File: config.mk
export PLATFORM = sky130hd
export DESIGN_NAME = lane_sub_unit
export DESIGN_NICKNAME = d
export VERILOG_FILES = /design/src/rtl/lane_sub_pkg.sv /design/src/rtl/lane_sub_slice.sv /design/src/rtl/lane_sub_cutmap.sv /design/src/rtl/lane_sub_sat.sv /design/src/rtl/lane_sub_unit.sv
export SDC_FILE = /design/constraint.sdc
export NUM_CORES = 1
export LEC_CHECK = 0
export CAP_MARGIN = 30
export CORE_UTILIZATION = 30
export DETAILED_ROUTE_END_ITERATION = 8
export DONT_BUFFER_PORTS = 1
export SLEW_MARGIN = 20
export SYNTH_ARGS = -nofsm -noshare
export SYNTH_HDL_FRONTEND = slang
export SYNTH_HIERARCHICAL = 1
export SYNTH_SLANG_ARGS = --single-unit
File: constraint.sdc
create_clock -name clk -period 14.01 [get_ports clk]
set_input_delay 2.802 -clock clk [delete_from_list [all_inputs] [get_ports clk]]
set_output_delay 2.802 -clock clk [all_outputs]
set_load 0.05 [all_outputs]
File: src/rtl/lane_sub_pkg.sv
package lane_sub_pkg;
  typedef enum logic [1:0] {
    LW_8   = 2'b00,
    LW_RSV = 2'b01,
    LW_32  = 2'b10,
    LW_64  = 2'b11
  } lane_w_e;
endpackage

File: src/rtl/lane_sub_slice.sv
// One byte-wide (SLICE_W) subtract slice with a borrow in and a borrow out.
module lane_sub_slice #(
  parameter int SLICE_W = 8
) (
  input  logic [SLICE_W-1:0] a_i,
  input  logic [SLICE_W-1:0] b_i,
  input  logic               bin_i,
  output logic [SLICE_W-1:0] diff_o,
  output logic               bout_o
);
  logic [SLICE_W:0] ext;

  always_comb begin
    ext    = {1'b0, a_i} - {1'b0, b_i} - {{SLICE_W{1'b0}}, bin_i};
    diff_o = ext[SLICE_W-1:0];
    bout_o = ext[SLICE_W];
  end
endmodule

File: src/rtl/lane_sub_cutmap.sv
// Marks each slice that begins a lane for the selected width.
module lane_sub_cutmap
  import lane_sub_pkg::*;
#(
  parameter int NSLICE  = 16,
  parameter int SLICE_W = 8
) (
  input  logic [1:0]        width_i,
  output logic [NSLICE-1:0] cut_o
);
  localparam int PER32 = 32 / SLICE_W;
  localparam int PER64 = 64 / SLICE_W;

  lane_w_e w;
  assign w = lane_w_e'(width_i);

  for (genvar i = 0; i < NSLICE; i++) begin : g_cut
    localparam bit AT32 = (i % PER32) == 0;
    localparam bit AT64 = (i % PER64) == 0;
    always_comb begin
      unique case (w)
        LW_32:   cut_o[i] = AT32;
        LW_64:   cut_o[i] = AT64;
        default: cut_o[i] = 1'b1;
      endcase
    end
  end
endmodule

File: src/rtl/lane_sub_sat.sv
// Signed clamp for one byte lane; passes the raw value when disabled.
module lane_sub_sat #(
  parameter int SLICE_W = 8
) (
  input  logic               en_i,
  input  logic               a_sign_i,
  input  logic               b_sign_i,
  input  logic [SLICE_W-1:0] raw_i,
  output logic [SLICE_W-1:0] res_o
);
  localparam logic [SLICE_W-1:0] MAX_POS = {1'b0, {(SLICE_W-1){1'b1}}};
  localparam logic [SLICE_W-1:0] MIN_NEG = {1'b1, {(SLICE_W-1){1'b0}}};

  logic ovf;

  always_comb begin
    ovf   = en_i && (a_sign_i != b_sign_i) && (raw_i[SLICE_W-1] != a_sign_i);
    res_o = ovf ? (a_sign_i ? MIN_NEG : MAX_POS) : raw_i;
  end
endmodule

File: src/rtl/lane_sub_unit.sv
module lane_sub_unit
  import lane_sub_pkg::*;
#(
  parameter int DATA_W  = 128,
  parameter int SLICE_W = 8
) (
  input  logic              clk,
  input  logic              rst,
  input  logic [DATA_W-1:0] a_i,
  input  logic [DATA_W-1:0] b_i,
  input  logic [1:0]        width_i,
  input  logic              sat_i,
  output logic [DATA_W-1:0] res_o
);
  localparam int NSLICE = DATA_W / SLICE_W;

  logic [NSLICE-1:0] cut;
  logic [NSLICE-1:0] bin;
  logic [NSLICE-1:0] bout;
  logic [DATA_W-1:0] raw;
  logic [DATA_W-1:0] clamped;
  logic [DATA_W-1:0] nxt;
  logic              sat_en;
  lane_w_e           w;

  assign w      = lane_w_e'(width_i);
  assign sat_en = sat_i && (w == LW_8);

  lane_sub_cutmap #(.NSLICE(NSLICE), .SLICE_W(SLICE_W)) u_cut (
    .width_i (width_i),
    .cut_o   (cut)
  );

  for (genvar i = 0; i < NSLICE; i++) begin : g_slice
    localparam int LO = i * SLICE_W;
    localparam int HI = LO + SLICE_W - 1;

    if (i == 0) begin : g_first
      assign bin[i] = 1'b0;
    end else begin : g_rest
      assign bin[i] = cut[i] ? 1'b0 : bout[i-1];
    end

    lane_sub_slice #(.SLICE_W(SLICE_W)) u_sl (
      .a_i    (a_i[HI:LO]),
      .b_i    (b_i[HI:LO]),
      .bin_i  (bin[i]),
      .diff_o (raw[HI:LO]),
      .bout_o (bout[i])
    );

    lane_sub_sat #(.SLICE_W(SLICE_W)) u_sat (
      .en_i     (sat_en),
      .a_sign_i (a_i[HI]),
      .b_sign_i (b_i[HI]),
      .raw_i    (raw[HI:LO]),
      .res_o    (clamped[HI:LO])
    );
  end

  assign nxt = (w == LW_RSV) ? '0 : clamped;

  always_ff @(posedge clk) begin
    if (rst) res_o <= '0;
    else     res_o <= nxt;
  end
endmodule

==> results of run 1 <==
==> per-stage QoR <==
step / utilization (%) / worst slack, ps / setup TNS, ps / area [um^2] / total power [W]
5_1_grt: 34.1 / -930 / -13710 / 17500 / 0.00219
3_5_place_dp: 32.2 / -1240 / -16460 / 16500 / 0.00151
2_1_floorplan: - / -130 / -863 / 15900 / 0.00134
6_report: 34.1 / -379 / -3650 / 17500 / 0.00204
3_3_place_gp: 32.2 / -949 / -13090 / 16500 / 0.00149
4_1_cts: 33.8 / -371 / -4730 / 17300 / 0.00205
==> metal layers <==
| layer | up-vias | track usage (%) |
|---|---|---|
| met5 | - | 0 |
| met4 | 2 | 5.28 |
| met3 | 46 | 5.53 |
| met2 | 370 | 27.6 |
| met1 | 6099 | 19.2 |
| li1 | 6560 | - |
==> path summary, 6_finish.rpt <==
path	cells past startpoint	to	startpoint
worst max-delay path	68	res_o[58]	a_i[0]
worst min-delay path	1	res_o[51]	rst
==> final cells by class <==
type	count	area share (%)
Clock buffer	20	2.61
Clock inverter	12	0.979
Inverter	387	8.34
Multi-Input combinational cell	1396	64.9
Sequential cell	128	14.6
Tap cell	680	4.86
Timing Repair Buffer	83	3.72
==> critical path, delay by kind of cell <==
kind                       cells  cell delay [ps]
AOI/OAI and AO/OA             21             3090
adders and majority gates     16             5220
buffers and inverters         10              480
and+or+nand+nor               21             3130
==> report_power, final <==
| group | total [W] | leakage (nW) | switching [W] | internal [W] |
|---|---|---|---|---|
| clock network | 0.000500 | 0.309 | 0.000206 | 0.000294 |
| registers | 0.000648 | 1.05 | 0.000228 | 0.000420 |
| logic | 0.000893 | 7.07 | 0.000461 | 0.000432 |
==> repair_timing <==
| item | CTS | global route |
|---|---|---|
| setup endpoints to repair | 16 | 16 |
| cloned | 0 | 0 |
| resized for setup | 21 | 18 |
| pin swaps | 26 | 12 |
| buffers inserted | 16 | 14 |
==> results_dict.tcl, run 1 <==
set metrics [dict create \
    setup_ws_ps -379 \
    die_w_um 230 \
    syn_area_per_cell_um2 7.78 \
    place.gp.congestion 0.897 \
    fin_hold_ws_ps 2390 \
    cts_hold_buffers 0 \
    synthCells 2000 \
    required_ps 14350 \
    cp-end-kind "flop" \
    grt_overflow 0 \
    num_rows 83 \
    htreeDepth 4 \
    ios 389 \
    wl_per_cell_um 16.0 \
    place_inst 2644 \
    finalHoldViolCount 0 \
    largest_reg_flops 128 \
    drive_gt1_share_pct 21.7 \
    cts_tree "done" \
    multi_input_area_um2 11400 \
    seq_area_um2 2560 \
    critPathSlowestCell "fa_2" \
    fmax_mhz 69.5 \
    vias_per_cell 4.83 \
    drc 0 \
    track_usage_pct 16.3 \
    hpwl_um 34600 \
    path_max_fanout 7 \
    dr.pass1.iters 5 \
    max_slew_margin_pct 32.9 \
    layout_common_cells "inv_1 (366), ha_1 (215), nor2_1 (185)" \
    cts_sinks 128 \
    numCtsBuffers 17 \
    grt_pass1_vias 12900 \
    top_layer_used "met5" \
    arrival_ps 14730 \
    final_common_cell "inv_1" \
    rsz0062_at_grt "true" \
    cts_root_buffer "clkbuf_16" \
    antenna_found_initial 3 \
    routed-wl-met3_um 3110 \
    postRouteAntennaNets 0 \
    routed-via-count 13100 \
    status "finished, violations left" \
    failed_checks "negative setup slack" \
    final_nets 2530 \
    critPathKind "in -> reg" \
    vdd_drop_max_mv 0.0998 \
    grt_pass1_wl_um 68500 \
    area_delta_synth_final_pct 12.6 \
    design.core.area_um2 51300 \
    report.final.setup_viol 15 \
    drt-total-wl_um 43300 \
    top_register "res_o" \
    wl_met2_um 20900 \
    ys_warn_count 6 \
    cts_buffer_depth 2 \
    clkSlewWorstSetupHoldPaths_ps 70 \
    period_minus_slack_ps 14390 \
    worst_slew_pin_slew_ps 1010 \
    design.die.area_um2 52800 \
    start_util_pct 30.3 \
    syn_nets 2517 \
    fin_cells 2706 \
    num_antenna_cells 0 \
    cp-start-kind "primary input" \
    fp.dieH_um 230 \
    power_density_nw_per_um2 117 \
    path_common_cell "fa_2" \
    fillers 5404 \
    fin_crit_sh_pct 103 \
    io_buffers 0 \
    drv_slew 0 \
    netlist_area_um2 15600 \
    leakage_nw 8.43 \
    largestRegisters "res_o (128)" \
    grt_max_degree 129 \
    drt_iter0_drc 576 \
    cp_slowest_stage_delay_ps 570 \
    max-cap-violations 0 \
    hold_path_class "in -> reg" \
    wl_met1_um 18400 \
]
No activity file was read; power rests on OpenSTA's default activity.
==> run 2, diff against run 1 <==
clock period = 18.5 ns   (was 14.01 ns; I/O delays follow)
==> results_dict.tcl, run 2 (synthesized netlist as in run 1, its figures left out) <==
set metrics [dict create \
    leakage_nw 7.97 \
    die_w_um 230 \
    top_register "res_o" \
    fp.dieH_um 230 \
    io_buffers 0 \
    critPathKind "in -> reg" \
    cts_buffer_depth 2 \
    cts_hold_buffers 0 \
    report.final.setup_viol 0 \
    p_comb_share_pct 42.2 \
    cp-startpoint "a_i[7]" \
    max-cap-violations 0 \
    p_clk_share_pct 24.3 \
    drc 0 \
    dp_slack_ps 931 \
    path_common_cell "fa_1" \
    critPathSlowestCell "or3b_1" \
    design.die.area_um2 52800 \
    cts_sinks 128 \
    cp-end-kind "flop" \
    htreeDepth 4 \
    required_ps 18850 \
    fin_crit_sh_pct 91.5 \
    num_rows 83 \
    p_sw_w 0.000647 \
    hpwl_um 33300 \
    cts_root_buffer "clkbuf_16" \
    power.internal_w 0.000811 \
    fin_area_um2 16500 \
    start_util_pct 30.3 \
    max_slew_margin_pct 54.6 \
    grt_overflow 0 \
    path_max_fanout 9 \
    finalHoldViolCount 0 \
    routed-via-count 12700 \
    cts_tree "done" \
    layout_common_cells "inv_1 (387), ha_1 (224), nor2_1 (185)" \
    fin_tns_setup_ps 0 \
    wl_per_cell_um 15.8 \
    grt_max_degree 129 \
    worst_slew_pin_slew_ps 680 \
    drv_slew 0 \
    drt_iter0_drc 497 \
    setup_ws_ps 1570 \
    design.core.area_um2 51300 \
    drive_gt1_share_pct 13.8 \
    drt-total-wl_um 41700 \
    cp-start-kind "primary input" \
    ctsResizeCount 0 \
    dr.pass1.iters 5 \
    vdd_drop_max_mv 0.0725 \
    place.gp.congestion 0.859 \
    vias_per_cell 4.83 \
    final_nets 2453 \
    dpl_cell_area_um2 15800 \
    cp_slowest_stage_delay_ps 520 \
    cts_setup_buffers 0 \
    largestRegisters "res_o (128)" \
    hold_path_class "in -> reg" \
    arrival_ps 17270 \
    period_minus_slack_ps 16930 \
    fmax_mhz 59.1 \
    ios 389 \
    track_usage_pct 15.7 \
    largest_reg_flops 128 \
    fillers 5474 \
    rsz0062_at_grt "false" \
    status "completed" \
    final_common_cell "inv_1" \
    p_total_w 0.00146 \
    clkSlewWorstSetupHoldPaths_ps 60 \
    grt_pass1_vias 12600 \
    p_sw_share_pct 44.4 \
    cp-endpoint "res_o[56]" \
    postRouteAntennaNets 0 \
    numCtsBuffers 17 \
    pwr-share-seq_pct 33.5 \
    antenna_found_initial 2 \
    grt_pass1_wl_um 65200 \
    area_delta_synth_final_pct 5.74 \
    power_density_nw_per_um2 88.6 \
]
[run 2: cell count changes in the layout (fill, tap and decap cells not counted), moves of 8 or more]
cell	change
ha_4	-8
ha_1	+9
buf_4	-75
a21boi_1	+8
fa_1	+29
a21boi_2	-8
inv_2	-20
a21oi_4	-8
fa_2	-29
inv_1	+21
nor2b_1	+8
[run 2: area by class of cell]
class                      count  area, um^2  share of cell area, %
tap                          680         851                   5.17
inverter                     387        1450                   8.83
clock inverter                12         133                  0.806
antenna                        1        2.50                 0.0152
multi-input combinational   1396       10900                   66.4
clock buffer                  20         467                   2.84
timing repair buffer           6        57.6                  0.350
sequential                   128        2560                   15.6
[run 2: per-layer routing]
metal  global-route usage (%)  wire, um  vias up
li1                         -         -     6399
met1                     18.1     17700     5873
met2                     26.2     19600      361
met3                     6.05      3270       63
met4                     5.84      1080        2
met5                        0        13        -
[run 2: through the flow]
stage	hold WS, ps	cells	utilization (%)
finish	3290	2630	32.1
global route	3250	2629	32.1
CTS	3230	2628	32.0
detailed placement	3790	2596	30.9
global placement	3790	2596	30.9
floorplan	3960	2000	-
[run 2: power groups by stage]
stage | logic (W) | clock network [W] | registers (W)
after floorplan | 0.000520 | 0 | 0.000482
after global routing | 0.000700 | 0.000379 | 0.000492
after global placement | 0.000594 | 0 | 0.000496
final | 0.000615 | 0.000353 | 0.000489
after CTS | 0.000616 | 0.000371 | 0.000489
after detailed placement | 0.000610 | 0 | 0.000494
[run 2: worst min path at each step]
stage / from / endpoint / slack, ps / depth (start not counted)
5_1_grt: rst / res_o[114] / 3250 / 1
3_5_place_dp: rst / res_o[116] / 3790 / 1
3_3_place_gp: rst / res_o[115] / 3790 / 1
2_1_floorplan: rst / res_o[108] / 3960 / 2
4_1_cts: rst / res_o[116] / 3230 / 1
6_report: rst / res_o[116] / 3290 / 1
[run 2: critical path: cells and delay by family]
family | cells | cell delay (ps)
AND/OR/NAND/NOR | 20 | 3180
adder cells (fa/ha/maj) | 16 | 5830
AO/OA/AOI/OAI | 21 | 3690
buffers and inverters | 11 | 680
multiplexers | 1 | 200
==> run 3, diff against run 2 <==
BUFFER_PORTS_ARGS = -buffer_cell sky130_fd_sc_hd__buf_2   (was unset)
DONT_BUFFER_PORTS = unset   (was 1)
==> results_dict.tcl, run 3 (synthesized netlist as in run 1, its figures left out) <==
set metrics [dict create \
    status "completed" \
    numCtsBuffers 17 \
    grt_pass1_vias 14000 \
    critPathKind "in -> reg" \
    fin_crit_sh_pct 93.6 \
    path_common_cell "fa_1" \
    hpwl_um 35000 \
    hold_depth 3 \
    vdd_drop_max_mv 0.0647 \
    worstHoldEndpoint "res_o[52]" \
    fin_tns_setup_ps 0 \
    arrival_ps 17650 \
    power.internal_w 0.000859 \
    largest_reg_flops 128 \
    max-cap-violations 0 \
    report.final.setup_viol 0 \
    fin_hold_ws_ps 3650 \
    path_max_fanout 9 \
    grt_max_degree 76 \
    fmax_mhz 57.7 \
    p_sw_share_pct 44.3 \
    cp-end-kind "flop" \
    largestRegisters "res_o (128)" \
    place.gp.congestion 0.873 \
    drc 0 \
    drt-total-wl_um 43300 \
    htreeDepth 4 \
    cts_hold_buffers 0 \
    min-delay-start "a_i[55]" \
    rsz0062_at_grt "false" \
    cts_buffer_depth 2 \
    ios 389 \
    layout_common_cells "inv_1 (387), buf_2 (387), ha_1 (224)" \
    pwr-share-seq_pct 21.4 \
    grt_pass1_wl_um 69100 \
    design.die.area_um2 52800 \
    worst_slew_pin_slew_ps 968 \
    final_nets 2841 \
    period_minus_slack_ps 17320 \
    track_usage_pct 16.5 \
    io_buffers 388 \
    postRouteAntennaNets 0 \
    fin_cells 3022 \
    critPathBufInv 13 \
    fp.dieH_um 230 \
    cts_sinks 128 \
    max_slew_margin_pct 35.5 \
    drt_iter0_drc 444 \
    cp-start-kind "primary input" \
    ctsResizeCount 0 \
    antenna_found_initial 14 \
    place_inst 2985 \
    clkSlewWorstSetupHoldPaths_ps 70 \
    critPathTopFamily "adder cells" \
    critPathSlowestCell "or3b_1" \
    routed-via-count 14100 \
    dr.pass1.iters 5 \
    power_density_nw_per_um2 83.8 \
    start_util_pct 30.3 \
    cp_slowest_stage_delay_ps 520 \
    cts_tree "done" \
    num_rows 83 \
    p_sw_w 0.000683 \
    drv_slew 0 \
    grt_overflow 0 \
    drive_gt1_share_pct 28.0 \
    leakage_nw 9.65 \
    required_ps 18830 \
    p_comb_share_pct 55.3 \
    finalHoldViolCount 0 \
    die_w_um 230 \
    area_delta_synth_final_pct 18.3 \
    cts_root_buffer "clkbuf_16" \
    wl_per_cell_um 14.3 \
    hold_path_class "in -> reg" \
    cts_setup_buffers 0 \
    vias_per_cell 4.67 \
    design.core.area_um2 51300 \
    top_register "res_o" \
    p_clk_share_pct 23.3 \
]
[run 3: power groups by stage]
stage,sequential (W),combinational (W),clock [W]
6_report,0.000330,0.000853,0.000359
5_1_grt,0.000334,0.000946,0.000389
4_1_cts,0.000331,0.000856,0.000378
3_5_place_dp,0.000336,0.000850,0
3_3_place_gp,0.000336,0.000832,0
2_1_floorplan,0.000482,0.000520,0
[run 3: metrics by stage]
step           area (um^2)  setup slack, ps  utilization, %  power [W]
6_report             18400             1180            35.9    0.00154
5_1_grt              18400              139            35.9    0.00167
4_1_cts              18400             1190            35.9    0.00156
3_5_place_dp         17800              713            34.7    0.00119
3_3_place_gp         17800             1100            34.7    0.00117
2_1_floorplan        15600             2570               -    0.00100
[run 3: cell type report]
cell class | count | area, um^2
diodes | 5 | 12.5
clock buffers | 19 | 433
clock inverters | 13 | 161
fillers | 5386 | 32900
inverters | 387 | 1450
multi-input cells | 1396 | 10900
flip-flops and latches | 128 | 2560
well taps | 680 | 851
repair buffers | 394 | 2010
[run 3: per-layer routing]
layer | share of wire (%) | routed length, um | global-route usage (%) | up-vias
li1 | - | - | - | 7184
met1 | 43 | 18500 | 18.8 | 6506
met2 | 48 | 20600 | 28.1 | 341
met3 | 7.1 | 3080 | 6.11 | 70
met4 | 2.3 | 1000 | 5.67 | 18
met5 | 0.24 | 104 | 0 | -
[run 3: worst max path at each step]
stage               startpoint   endpoint  slack [ps]  depth (start not counted)
floorplan               a_i[7]  res_o[57]        2570                         70
global placement        a_i[7]  res_o[62]        1100                         70
global route            a_i[7]  res_o[59]         140                         71
finish                  a_i[7]  res_o[59]        1180                         71
detailed placement      a_i[7]  res_o[59]         710                         70
CTS                     a_i[7]  res_o[59]        1190                         71
